==> config.mk <==
export PLATFORM = sky130hd
export DESIGN_NAME = sync_serial_port
export DESIGN_NICKNAME = d
export VERILOG_FILES = /design/src/rtl/ssp_pkg.sv /design/src/rtl/ssp_ctrl.sv /design/src/rtl/ssp_dp.sv /design/src/rtl/sync_serial_port.sv
export SDC_FILE = /design/constraint.sdc
export NUM_CORES = 1
export LEC_CHECK = 0
export CAP_MARGIN = 10
export CORE_UTILIZATION = 55
export DETAILED_ROUTE_END_ITERATION = 10
export HOLD_SLACK_MARGIN = 0.06
export PLACE_DENSITY = 0.93
export SLEW_MARGIN = 30
export SYNTH_ARGS = -nofsm -noshare
export SYNTH_HDL_FRONTEND = slang
export SYNTH_HIERARCHICAL = 1
export SYNTH_SLANG_ARGS = --single-unit
==> constraint.sdc <==
create_clock -name clk -period 10.6 [get_ports clk]
set_input_delay 2.12 -clock clk [delete_from_list [all_inputs] [get_ports clk]]
set_output_delay 2.12 -clock clk [all_outputs]
set_load 0.01 [all_outputs]
==> src/rtl/ssp_pkg.sv <==
package ssp_pkg;
  localparam int SSP_BITS  = 8;
  localparam int SSP_EDGES = 2 * SSP_BITS;
  localparam int SSP_CNT_W = $clog2(SSP_EDGES);

  typedef struct packed {
    logic load;      // capture transmit byte
    logic shiftOut;  // drive next bit onto sdo
    logic sampleIn;  // capture sdi
    logic finish;    // last edge of the byte
  } sspStrb_t;
endpackage

==> src/rtl/ssp_ctrl.sv <==
module ssp_ctrl
  import ssp_pkg::*;
#(
  parameter int DIV_W = 8
) (
  input  logic             clk,
  input  logic             rstN,
  input  logic             start,
  input  logic             cfgMaster,
  input  logic             cfgPolNeg,
  input  logic [DIV_W-1:0] cfgDiv,
  input  logic             sclkIn,
  output sspStrb_t         strb,
  output logic             busy,
  output logic             done,
  output logic             dmaReq,
  output logic             sclkOut
);
  localparam int CNT_W = SSP_CNT_W;

  logic [DIV_W-1:0] divCnt, divEff;
  logic [CNT_W-1:0] edgeCnt;
  logic [1:0]       syncQ;
  logic             syncPrev;
  logic             idleLvl, masterTick, slaveEdge, edgeEv;

  always_comb begin
    divEff     = (cfgDiv < DIV_W'(2)) ? DIV_W'(2) : cfgDiv;
    idleLvl    = ~cfgPolNeg;
    masterTick = (divCnt == divEff - DIV_W'(1));
    slaveEdge  = syncQ[1] ^ syncPrev;
    edgeEv     = busy & (cfgMaster ? masterTick : slaveEdge);
    strb.load     = ~busy & start;
    strb.shiftOut = edgeEv & ~edgeCnt[0];
    strb.sampleIn = edgeEv & edgeCnt[0];
    strb.finish   = edgeEv & (edgeCnt == CNT_W'(SSP_EDGES - 1));
  end

  always_ff @(posedge clk) begin
    if (!rstN) begin
      busy     <= 1'b0;
      done     <= 1'b0;
      dmaReq   <= 1'b0;
      sclkOut  <= 1'b1;
      divCnt   <= '0;
      edgeCnt  <= '0;
      syncQ    <= '0;
      syncPrev <= 1'b0;
    end else begin
      syncQ    <= {syncQ[0], sclkIn};
      syncPrev <= syncQ[1];
      done     <= strb.finish;
      dmaReq   <= strb.finish & cfgMaster;
      if (!busy) begin
        sclkOut <= idleLvl;
        divCnt  <= '0;
        edgeCnt <= '0;
        if (start) busy <= 1'b1;
      end else begin
        divCnt <= masterTick ? '0 : divCnt + DIV_W'(1);
        if (edgeEv) begin
          edgeCnt <= edgeCnt + CNT_W'(1);
          if (cfgMaster) sclkOut <= ~sclkOut;
        end
        if (strb.finish) busy <= 1'b0;
      end
    end
  end


  busy_end_pulse_chk: assert property (@(posedge clk) disable iff (!rstN)
    $fell(busy) |-> done);

  done_single_chk: assert property (@(posedge clk) disable iff (!rstN)
    done |=> !done);

  dma_master_only_chk: assert property (@(posedge clk) disable iff (!rstN)
    dmaReq |-> ($past(cfgMaster) && done));

  slave_clk_quiet_chk: assert property (@(posedge clk) disable iff (!rstN)
    (!$stable(sclkOut) && $past(busy)) |-> $past(cfgMaster));
endmodule

==> src/rtl/ssp_dp.sv <==
module ssp_dp
  import ssp_pkg::*;
(
  input  logic       clk,
  input  logic       rstN,
  input  sspStrb_t   strb,
  input  logic       cfgMsbFirst,
  input  logic [7:0] txData,
  input  logic       sdi,
  output logic       sdo,
  output logic [7:0] rxData
);
  logic [7:0] txShift, rxShift, rxNext;
  logic       shiftOutS, finishS;

  always_comb begin
    shiftOutS = strb.shiftOut;
    finishS   = strb.finish;
    rxNext    = cfgMsbFirst ? {rxShift[6:0], sdi} : {sdi, rxShift[7:1]};
  end

  always_ff @(posedge clk) begin
    if (!rstN) begin
      txShift <= '0;
      rxShift <= '0;
      rxData  <= '0;
      sdo     <= 1'b0;
    end else begin
      if (strb.load) txShift <= txData;
      else if (strb.shiftOut) begin
        sdo     <= cfgMsbFirst ? txShift[7] : txShift[0];
        txShift <= cfgMsbFirst ? {txShift[6:0], 1'b0} : {1'b0, txShift[7:1]};
      end
      if (strb.sampleIn) rxShift <= rxNext;
      if (strb.finish)   rxData  <= rxNext;
    end
  end


  sdo_hold_chk: assert property (@(posedge clk) disable iff (!rstN)
    !$past(shiftOutS) |-> $stable(sdo));

  rx_hold_chk: assert property (@(posedge clk) disable iff (!rstN)
    !$past(finishS) |-> $stable(rxData));
endmodule

==> src/rtl/sync_serial_port.sv <==
module sync_serial_port
  import ssp_pkg::*;
#(
  parameter int DIV_W = 8
) (
  input  logic             clk,
  input  logic             rstN,
  input  logic             cfgMaster,
  input  logic             cfgPolNeg,
  input  logic             cfgMsbFirst,
  input  logic [DIV_W-1:0] cfgDiv,
  input  logic [7:0]       txData,
  input  logic             start,
  output logic [7:0]       rxData,
  output logic             busy,
  output logic             done,
  output logic             dmaReq,
  output logic             sclkOut,
  input  logic             sclkIn,
  output logic             sdo,
  input  logic             sdi
);
  sspStrb_t strb;

  ssp_ctrl #(.DIV_W(DIV_W)) uCtrl (
    .clk(clk), .rstN(rstN), .start(start), .cfgMaster(cfgMaster),
    .cfgPolNeg(cfgPolNeg), .cfgDiv(cfgDiv), .sclkIn(sclkIn), .strb(strb),
    .busy(busy), .done(done), .dmaReq(dmaReq), .sclkOut(sclkOut)
  );

  ssp_dp uDp (
    .clk(clk), .rstN(rstN), .strb(strb), .cfgMsbFirst(cfgMsbFirst),
    .txData(txData), .sdi(sdi), .sdo(sdo), .rxData(rxData)
  );
endmodule

== Word level (Yosys, flattened, before mapping) ==
Index checks and enable logic that the tools add are counted.
Widths: inputs -> output; s select.
Word-level totals
  register bits: 44
  logic and storage cells: 51
  memory bits (writable): 0
  ROM bits: 0
  bits in latches: 0
  output and inout port bits: 13
  memories kept: 0
  bits of input ports: 24
Operators by class
  reduce and logical (&&, ||, !) cells: 5
  shifts and indexed selects: 0
  equality and inequality tests: 4
  add/sub/neg operators: 3
  divide/modulo/power cells: 0
  bitwise gates (word level): 13
  mux-type cells: 13
  $mul: 0
  magnitude comparators: 1
Operator list (count)
  $mux 8: 5
  $add 8x1->8 const B: 1
  $eq 8x8->1: 1
  $lt 8x2->1 const B: 1
  $mux 1: 8
  $sub 8x1->8 const B: 1
  $and 1x1->1: 6
  $not 1->1: 6
  $reduce_and 2->1: 3
  $add 4x1->4 const B: 1
  $eq 4x4->1 const B: 1
  $ne 2x2->1 const B: 2
  $reduce_or 3->1: 1
  $reduce_bool 2->1: 1
  $xor 1x1->1: 1

== Longest topological paths before layout ==
Gate-level depths: netlist of the first run.
  depth in word-level cells: 9
  gate-level depth with buffers: 14
  mapped depth without buffers: 13

== Modules after synthesis ==
The synthesis of the first run kept the hierarchy.
By module, submodules not included
  ssp_ctrl: cells an instance 117, area each 1077.3 um^2, times used 1, seq. area each 380.4 um^2
  ssp_dp: cells an instance 113, area each 1061.0 um^2, times used 1, seq. area each 500.5 um^2

== Least setup slack after synthesis of the first run ==
Ideal clock, no wire load.
  kind: input port to flip-flop
  from: input port cfgDiv[2]
  to: register uDp.rxData[6]
  data required time: 10.530 ns
  library setup time: 0.070 ns
  slack: 5.519 ns
  arrival: 5.011 ns
  buffers on the path: 2
  stages on the path: 14
  path through: buf_6 > nor3_1 > nand2_1 > nand2_1 > ha_1 > nor3b_4 > xor2_1 > or3_1 > a311oi_4 > a31oi_4 > nor3b_1 > buf_2 > o21ai_0 > a21oi_1
RTL lines
  from (decl): line sync_serial_port.sv:11  | input logic [DIV_W-1:0] cfgDiv,
  to (signal assigned): line ssp_dp.sv:35  | if (strb.finish) rxData <= rxNext;
  to (decl): line ssp_dp.sv:11  | output logic [7:0] rxData

==> results_dict.tcl, run 1 <==
set metrics [dict create \
    synth-main-ff-cell "dfxtp_1" \
    cts_tree "done" \
    wl_per_cell_um 14.0 \
    drv_cap 0 \
    tightestPinTransition_ns 0.910 \
    wl_mm 4.38 \
    port_buffers 36 \
    synthTopCellsByArea "dfxtp_1 41%, mux2i_1 8.4%, a21oi_1 6.1%" \
    synth_seq_cells 44 \
    busiest_layer "met2" \
    synthArstFlopShare_pct 0 \
    io_pins 37 \
    drcViolationCount 0 \
    clock_skew_ns 0.00293 \
    start_util_pct 58.0 \
    rsz0062_at_grt "false" \
    synth_nets 257 \
    nets 292 \
    antenna_found_initial 0 \
    yosysUniqueCellTypes 40 \
    fin_crit_ns 5.70 \
    worst_ir_drop_vdd_uv 96.7 \
    diodes 0 \
    cts_buffers 5 \
    netlist.area_leader.share_pct 41.2 \
    p_leak_uw 0.000984 \
    clock_sinks 44 \
    end_kind "register" \
    cp_data_arrival_time_ns 5.91 \
    path_class "in2reg" \
    grt_use_met2_pct 37.9 \
    grt_overflow 0 \
    fillers 285 \
    via_per_inst 5.71 \
    grtUsageMet1_pct 28.1 \
    firstDrtPassIters 4 \
    drive_gt1_share_pct 7.14 \
    synth.yosys.seq_area_share_pct 41.2 \
    yosys_warnings 6 \
    hpwl_mm 3.06 \
    yosysMostFrequentCell "dfxtp_1" \
    synthCells 230 \
    hold_path.class "reg2reg" \
    yosysTopAreaCell "dfxtp_1" \
    routabilityCongestion 0.881 \
    grt_pass1_vias 1727 \
    dieArea_um2 4140 \
    holdBufCountCts 0 \
    synth.avg_cell_area_um2 9.30 \
    synth_common_cells "44 x dfxtp_1, 26 x a21oi_1, 21 x o21ai_0, 18 x mux2i_1, 15 x nor2_1" \
    die_h_um 64.4 \
    seqCellArea_um2 881 \
    relSlewSlack_pct 39.2 \
    synth-edff-count 0 \
    post-cts-setup-buffer-count 0 \
    final_util_pct 70.8 \
    drt_iter0_drc 138 \
    finalSetupTns_ns 0 \
    power_density_nw_per_um2 131 \
    outcome "finished clean" \
    fmax_mhz 175 \
    cp_max_fo 10 \
    core.rowCount 22 \
    grt_pass1_wl_mm 7.42 \
    cp_data_required_time_ns 10.81 \
    finalMaxSlewViolations 0 \
    cts_resized 0 \
    htree_levels 2 \
    syn_area_um2 2140 \
    coreArea_um2 3690 \
    insertion_delay_ns 0.29 \
    clk_pin_slew_worst_paths_ns 0.08 \
    grt_use_met3_pct 5.36 \
    grt_max_degree 36 \
    multi_input_area_um2 1170 \
    setup_viol 0 \
    cts_root_buf "clkbuf_8" \
    clockBufferDepth 2 \
    timing.final.hold_violations 0 \
    fp.dieW_um 64.4 \
    min_period_over_period_pct 53.8 \
    track_usage_pct 23.2 \
    ant_nets 0 \
    start_kind "input pin" \
    num_vias 1794 \
    syn_to_final_growth_pct 22.1 \
]
## cells by family after synthesis
kind of cell / Yosys count / share of synthesized area (%)
AO/OA/AOI/OAI: 63 / 18.5
XOR/XNOR: 16 / 6.55
adder cells (fa/ha/maj): 3 / 1.76
buffers and inverters: 13 / 4.10
flip-flops: 44 / 41.2
multiplexers: 18 / 8.43
AND/OR/NAND/NOR: 73 / 19.4
## state kept, by name (all words and copies together) (netlist names)
signal / flops
uCtrl/busy: 1
uCtrl/divCnt: 8
uCtrl/dmaReq: 1
uCtrl/done: 1
uCtrl/edgeCnt: 4
uCtrl/sclkOut: 1
uCtrl/syncPrev: 1
uCtrl/syncQ: 2
uDp/rxData: 8
uDp/rxShift: 8
uDp/sdo: 1
uDp/txShift: 8
## cell usage in the layout, fill, tap and decap left out, drive strengths merged, types with 2 or more instances in the layout
master / instances
dfxtp: 44
clkdlybuf4s50: 35
a21oi: 26
o21ai: 23
mux2i: 18
nor2: 15
nand3: 13
nand2: 13
xor2: 8
xnor2: 8
clkbuf: 6
o221ai: 6
nor3b: 5
nor3: 4
and2: 4
inv: 4
nor2b: 4
or3: 3
and3: 3
ha: 3
o211a: 2
nand3b: 2
buf: 2
a31oi: 2
## path summary, 6_finish.rpt
path,startpoint,endpoint,slack [ns],cells past startpoint
min reg2reg,uCtrl/syncQ[0],uCtrl/syncQ[1],0.45,1
min,uCtrl/syncQ[0],uCtrl/syncQ[1],0.45,1
max,cfgDiv[2],uDp/txShift[1],4.90,14
max reg2reg,uCtrl/divCnt[6],uDp/txShift[1],7.94,8
## metrics by stage
step	worst slack, ns	area, um2	hold slack (ns)	total power, uW	instances
global placement	4.88	2490	0.434	210	306
CTS	4.93	2620	0.453	344	314
detailed placement	4.65	2490	0.431	211	306
global route	4.70	2610	0.479	355	314
finish	4.90	2610	0.447	341	314
floorplan	5.52	2140	0.412	197	230
## metal layers
layer	up-vias	part of all wire [%]
li1	900	-
met1	833	46
met3	8	4.4
met5	-	0
met4	0	1.7
met2	53	47
## where the power goes
part	total, uW	switching (uW)	internal [uW]
clock network	134	56.7	77.0
logic	35.6	17.6	18.0
registers	172	3.27	169
## cell type report
cell class	instances	area share, %
Sequential cell	44	33.7
Clock buffer	6	3.16
Timing Repair Buffer	37	13.9
Inverter	4	0.575
Multi-Input combinational cell	173	44.8
Tap cell	48	2.30
Clock inverter	2	1.49
## critical path, stage by stage
cell	delay (ns)
clkdlybuf4s50_1	0.57
nor3_1	0.46
nand2_1	0.13
nand2_1	0.10
ha_1	0.19
nor3b_4	0.26
xor2_1	0.10
or3_1	0.38
a311oi_4	0.40
a31oi_4	0.20
nor3b_1	0.42
nor2b_4	0.25
nand2_2	0.11
o221ai_1	0.23
(Power assumes the default switching activity.)
==> run 2: changes to the inputs <==
CORE_UTILIZATION = 47   (was 55)
PLACE_DENSITY = 0.85   (was 0.93)
clock period = 5.15 ns   (was 10.6 ns; I/O delays follow)
==> run 2 against run 1 <==
  * Utilization fell by 11 points
  * Wire length fell by 2.7%
  * Sequential share of layout area rose by 0.29 points
  * Cell area fell by 0.86%
  * Worst hold slack got worse by 0.0091 ns
  * Die area rose by 16%
  * Largest power group unchanged
  * Highest routed layer unchanged
==> results_dict.tcl, run 2 (same netlist as run 1, synthesis figures left out) <==
set metrics [dict create \
    fillers 380 \
    coreArea_um2 4350 \
    die_h_um 69.5 \
    end_kind "register" \
    cp_data_arrival_time_ns 4.70 \
    grt_overflow 0 \
    fin_area_um2 2590 \
    seqPwrFrac_pct 54.7 \
    drv_cap 0 \
    wl_per_cell_um 13.4 \
    stdcell_count 318 \
    hpwl_mm 3.11 \
    slowest_stage "clkdlybuf4s50_1" \
    finalSetupTns_ns 0 \
    p_leak_uw 0.000967 \
    htree_levels 2 \
    post-cts-setup-buffer-count 0 \
    power.share.clock_pct 34.0 \
    combPwrFrac_pct 11.3 \
    nets 292 \
    cts_tree "done" \
    max_stage_delay_ns 0.56 \
    cp_cell_sequence "clkdlybuf4s50_1, nor3_1, nand2_1, nand2_1, ha_1, nor3b_4, xor2_1, or3_1, a311oi_4, a31oi_4, nor3b_1, nor2b_4, nand2_2, o221ai_1" \
    tightestPinTransition_ns 0.915 \
    diodes 0 \
    clockBufferDepth 2 \
    start_util_pct 49.1 \
    cts_buffers 5 \
    dieArea_um2 4820 \
    ant_nets 0 \
    fin_crit_ns 4.49 \
    holdBufCountCts 0 \
    antenna_found_initial 0 \
    routabilityCongestion 0.859 \
    drcViolationCount 0 \
    cp_max_fo 10 \
    grt_pass1_vias 1615 \
    rsz0062_at_grt "false" \
    track_usage_pct 19.3 \
    worst_ir_drop_vdd_uv 142 \
    fp.dieW_um 69.5 \
    cts_resized 0 \
    dpl-instance-area_um2 2500 \
    placed_cells 310 \
    cts_root_buf "clkbuf_8" \
    cp_data_required_time_ns 5.37 \
    min_period_over_period_pct 87.1 \
    clk_pin_slew_worst_paths_ns 0.08 \
    multi_input_area_um2 1170 \
    timing.final.hold_violations 0 \
    clock_skew_ns 0.00299 \
    seqCellArea_um2 881 \
    cpMostUsedCell "nand2_1" \
    wl_mm 4.26 \
    finalMaxSlewViolations 0 \
    io_pins 37 \
    hold_path.class "reg2reg" \
    power_density_nw_per_um2 250 \
    setup_viol 0 \
    port_buffers 36 \
    layout_commonest_cell "dfxtp_1" \
    num_vias 1750 \
    relSlewSlack_pct 38.8 \
    grt_pass1_wl_mm 7.45 \
    clock_sinks 44 \
    drt_iter0_drc 115 \
    path_class "in2reg" \
    firstDrtPassIters 5 \
    layout_common_cells "44 x dfxtp_1, 35 x clkdlybuf4s50_1, 26 x a21oi_1, 21 x o21ai_0, 18 x mux2i_1" \
    sw_frac_of_total_pct 23.7 \
    net-switching-power_uw 153 \
    insertion_delay_ns 0.29 \
    core.rowCount 24 \
    syn_to_final_growth_pct 21.0 \
    start_kind "input pin" \
    outcome "finished clean" \
    p_int_uw 493 \
    fmax_mhz 223 \
    reg2reg_slack_ns 2.53 \
    via_per_inst 5.50 \
    grt_max_degree 36 \
    drive_gt1_share_pct 6.77 \
]
==> run 2: worst max-delay path, delay by kind of cell <==
family          cells  cell delay [ns]
fa+ha+maj           1             0.18
buf+inv             1             0.56
simple gates        8             2.00
compound gates      3             0.81
xor+xnor            1             0.10
==> run 2: final cells by class <==
class,instances,share of cell area (%)
Clock inverter,1,0.290
Tap cell,52,2.51
Multi-Input combinational cell,173,45.2
Inverter,4,0.580
Clock buffer,7,3.34
Sequential cell,44,34.0
Timing Repair Buffer,37,14.0
==> run 2: metal layers <==
metal | vias up | share of wire, % | track usage, %
met1 | 801 | 48 | 25.5
met2 | 42 | 46 | 30.2
met5 | - | 0 | 0
met3 | 7 | 4.8 | 4.80
li1 | 900 | - | -
met4 | 0 | 1.5 | 7.71
==> run 2: stage by stage <==
step / utilization [%] / total power (uW) / worst slack, ns / hold WS (ns)
finish: 59.4 / 647 / 0.663 / 0.438
global route: 59.4 / 674 / 0.354 / 0.453
CTS: 59.5 / 654 / 0.662 / 0.442
detailed placement: 57.4 / 435 / 0.364 / 0.420
global placement: 57.4 / 433 / 0.531 / 0.421
floorplan: - / 405 / 1.16 / 0.412
==> run 2: final timing paths <==
check / endpoint / startpoint / cells after the start
setup reg to reg: uDp/txShift[4] / uCtrl/divCnt[6] / 8
hold reg to reg: uCtrl/syncQ[1] / uCtrl/syncQ[0] / 1
setup / recovery: uDp/txShift[4] / cfgDiv[2] / 14
hold / removal: uCtrl/syncQ[1] / uCtrl/syncQ[0] / 1
==> run 2: power groups by stage <==
stage          Combinational [uW]  Sequential [uW]  Clock (uW)
6_report                     72.8              354         220
3_3_place_gp                 71.6              362           0
5_1_grt                      80.8              355         238
2_1_floorplan                44.9              360           0
3_5_place_dp                 73.1              362           0
4_1_cts                      73.7              354         227
==> run 3: changes to the inputs <==
SETUP_SLACK_MARGIN = 0.5   (was not set)
==> run 3 against run 2 <==
  * Worst hold slack about the same
  * Wire length up 2.7%
  * Maximum frequency up 4.3%
  * First-iteration DRC count down 2.6%
  * Sequential power about the same
  * Total power up 0.25%
  * Critical path depth unchanged
  * Utilization up 0.23 points
  * Critical path type unchanged
  * Critical endpoint unchanged
==> results_dict.tcl, run 3 (same netlist as run 1, synthesis figures left out) <==
set metrics [dict create \
    p_leak_uw 0.000969 \
    relSlewSlack_pct 38.7 \
    cp_max_fo 10 \
    drv_cap 0 \
    diodes 0 \
    clock_sinks 44 \
    port_buffers 36 \
    fin_crit_ns 4.30 \
    io_pins 37 \
    cts_tree "done" \
    grt_overflow 0 \
    grt_pass1_wl_mm 7.45 \
    hp-start "uCtrl/syncQ[0]" \
    sw_frac_of_total_pct 23.9 \
    route.met2.wl_mm 2.02 \
    combPwrFrac_pct 11.4 \
    drt_iter0_drc 112 \
    setup_viol 0 \
    power_uw 648 \
    tightestPinTransition_ns 0.916 \
    coreArea_um2 4350 \
    dp_slack_ns 0.364 \
    grt_pass1_vias 1615 \
    cp_data_required_time_ns 5.37 \
    cp_data_arrival_time_ns 4.52 \
    start_kind "input pin" \
    crit_end "uDp/txShift[4]" \
    routabilityCongestion 0.859 \
    p_int_uw 493 \
    firstDrtPassIters 5 \
    power.share.clock_pct 34.0 \
    end_kind "register" \
    path_class "in2reg" \
    hold_path.class "reg2reg" \
    clk_pin_slew_worst_paths_ns 0.08 \
    dieArea_um2 4820 \
    start_util_pct 49.1 \
    antenna_found_initial 0 \
    finalWorstSetupSlack_ns 0.847 \
    seqPwrFrac_pct 54.6 \
    via_per_inst 5.55 \
    grt_max_degree 36 \
    ant_nets 0 \
    insertion_delay_ns 0.29 \
    finalSetupTns_ns 0 \
    power_density_nw_per_um2 250 \
    layout_commonest_cell "dfxtp_1" \
    timing.final.hold_violations 0 \
    num_vias 1764 \
    nets 292 \
    min_period_over_period_pct 83.6 \
    holdBufCountCts 0 \
    hpwl_mm 3.11 \
    wl_met1_mm 2.06 \
    top_layer_used "met4" \
    syn_to_final_growth_pct 21.5 \
    r2r_end "uDp/txShift[4]" \
    track_usage_pct 19.3 \
    rsz0062_at_grt "false" \
    clockBufferDepth 2 \
    dr_wl_met3_um 232 \
    cts_buffers 5 \
    wl_mm 4.38 \
    layout_common_cells "44 x dfxtp_1, 35 x clkdlybuf4s50_1, 26 x a21oi_1, 21 x o21ai_0, 18 x mux2i_1" \
    fmax_mhz 232 \
    cts_resized 0 \
    fp.dieW_um 69.5 \
    core.rowCount 24 \
    clock_skew_ns 0.00239 \
    htree_levels 2 \
    net-switching-power_uw 155 \
    hold-worst-slack_ns 0.438 \
    post-cts-setup-buffer-count 0 \
    finalMaxSlewViolations 0 \
    drcViolationCount 0 \
    r2r_start "uCtrl/divCnt[6]" \
    outcome "finished clean" \
    r2r_cells 8 \
    cts_root_buf "clkbuf_8" \
    wl_per_cell_um 13.8 \
    die_h_um 69.5 \
    critical_path.startpoint "cfgDiv[4]" \
    worst_ir_drop_vdd_uv 143 \
    reg2reg_slack_ns 2.68 \
    drive_gt1_share_pct 7.52 \
]
[run 3: cell type report]
type	instances	area, um2
Tap cell	52	65.1
Clock buffer	7	86.3
Inverter	4	15.0
Fill cell	379	1760
Sequential cell	44	881
Timing Repair Buffer	37	363
Multi-Input combinational cell	173	1180
Clock inverter	1	7.51
[run 3: metrics by stage]
step	cells	area [um2]	util, %
finish	318	2600	59.7
global route	318	2600	59.7
CTS	318	2590	59.5
detailed placement	310	2500	57.4
global placement	310	2500	57.4
floorplan	230	2140	-
[run 3: critical path, cell delays in order]
cell             delay, ns
clkdlybuf4s50_1       0.52
nor4_2                0.46
nand2_1               0.09
nand2_1               0.08
ha_1                  0.18
nor3b_4               0.26
xor2_1                0.10
or3_1                 0.35
a311oi_4              0.39
a31oi_4               0.21
nor3b_2               0.29
nor2b_4               0.22
nand2_2               0.11
o221ai_1              0.23
[run 3: worst min path at each step]
stage / end / slack (ns) / cells past startpoint
6_report: uCtrl/syncQ[1] / 0.44 / 1
5_1_grt: uCtrl/syncQ[1] / 0.45 / 1
4_1_cts: uCtrl/syncQ[1] / 0.44 / 1
3_5_place_dp: uCtrl/syncQ[1] / 0.42 / 1
3_3_place_gp: uCtrl/syncQ[1] / 0.42 / 1
2_1_floorplan: uCtrl/syncQ[1] / 0.41 / 1
[run 3: metal layers]
layer / vias to the layer above / global-route usage [%]
li1: 900 / -
met1: 807 / 25.5
met2: 50 / 30.2
met3: 7 / 4.80
met4: 0 / 7.71
met5: - / 0
[run 3: power by group through the flow]
stage | sequential [uW] | combinational [uW] | clock (uW)
2_1_floorplan | 360 | 44.9 | 0
3_3_place_gp | 362 | 71.6 | 0
3_5_place_dp | 362 | 73.1 | 0
4_1_cts | 354 | 73.7 | 227
5_1_grt | 355 | 81.7 | 238
6_report | 354 | 73.8 | 221
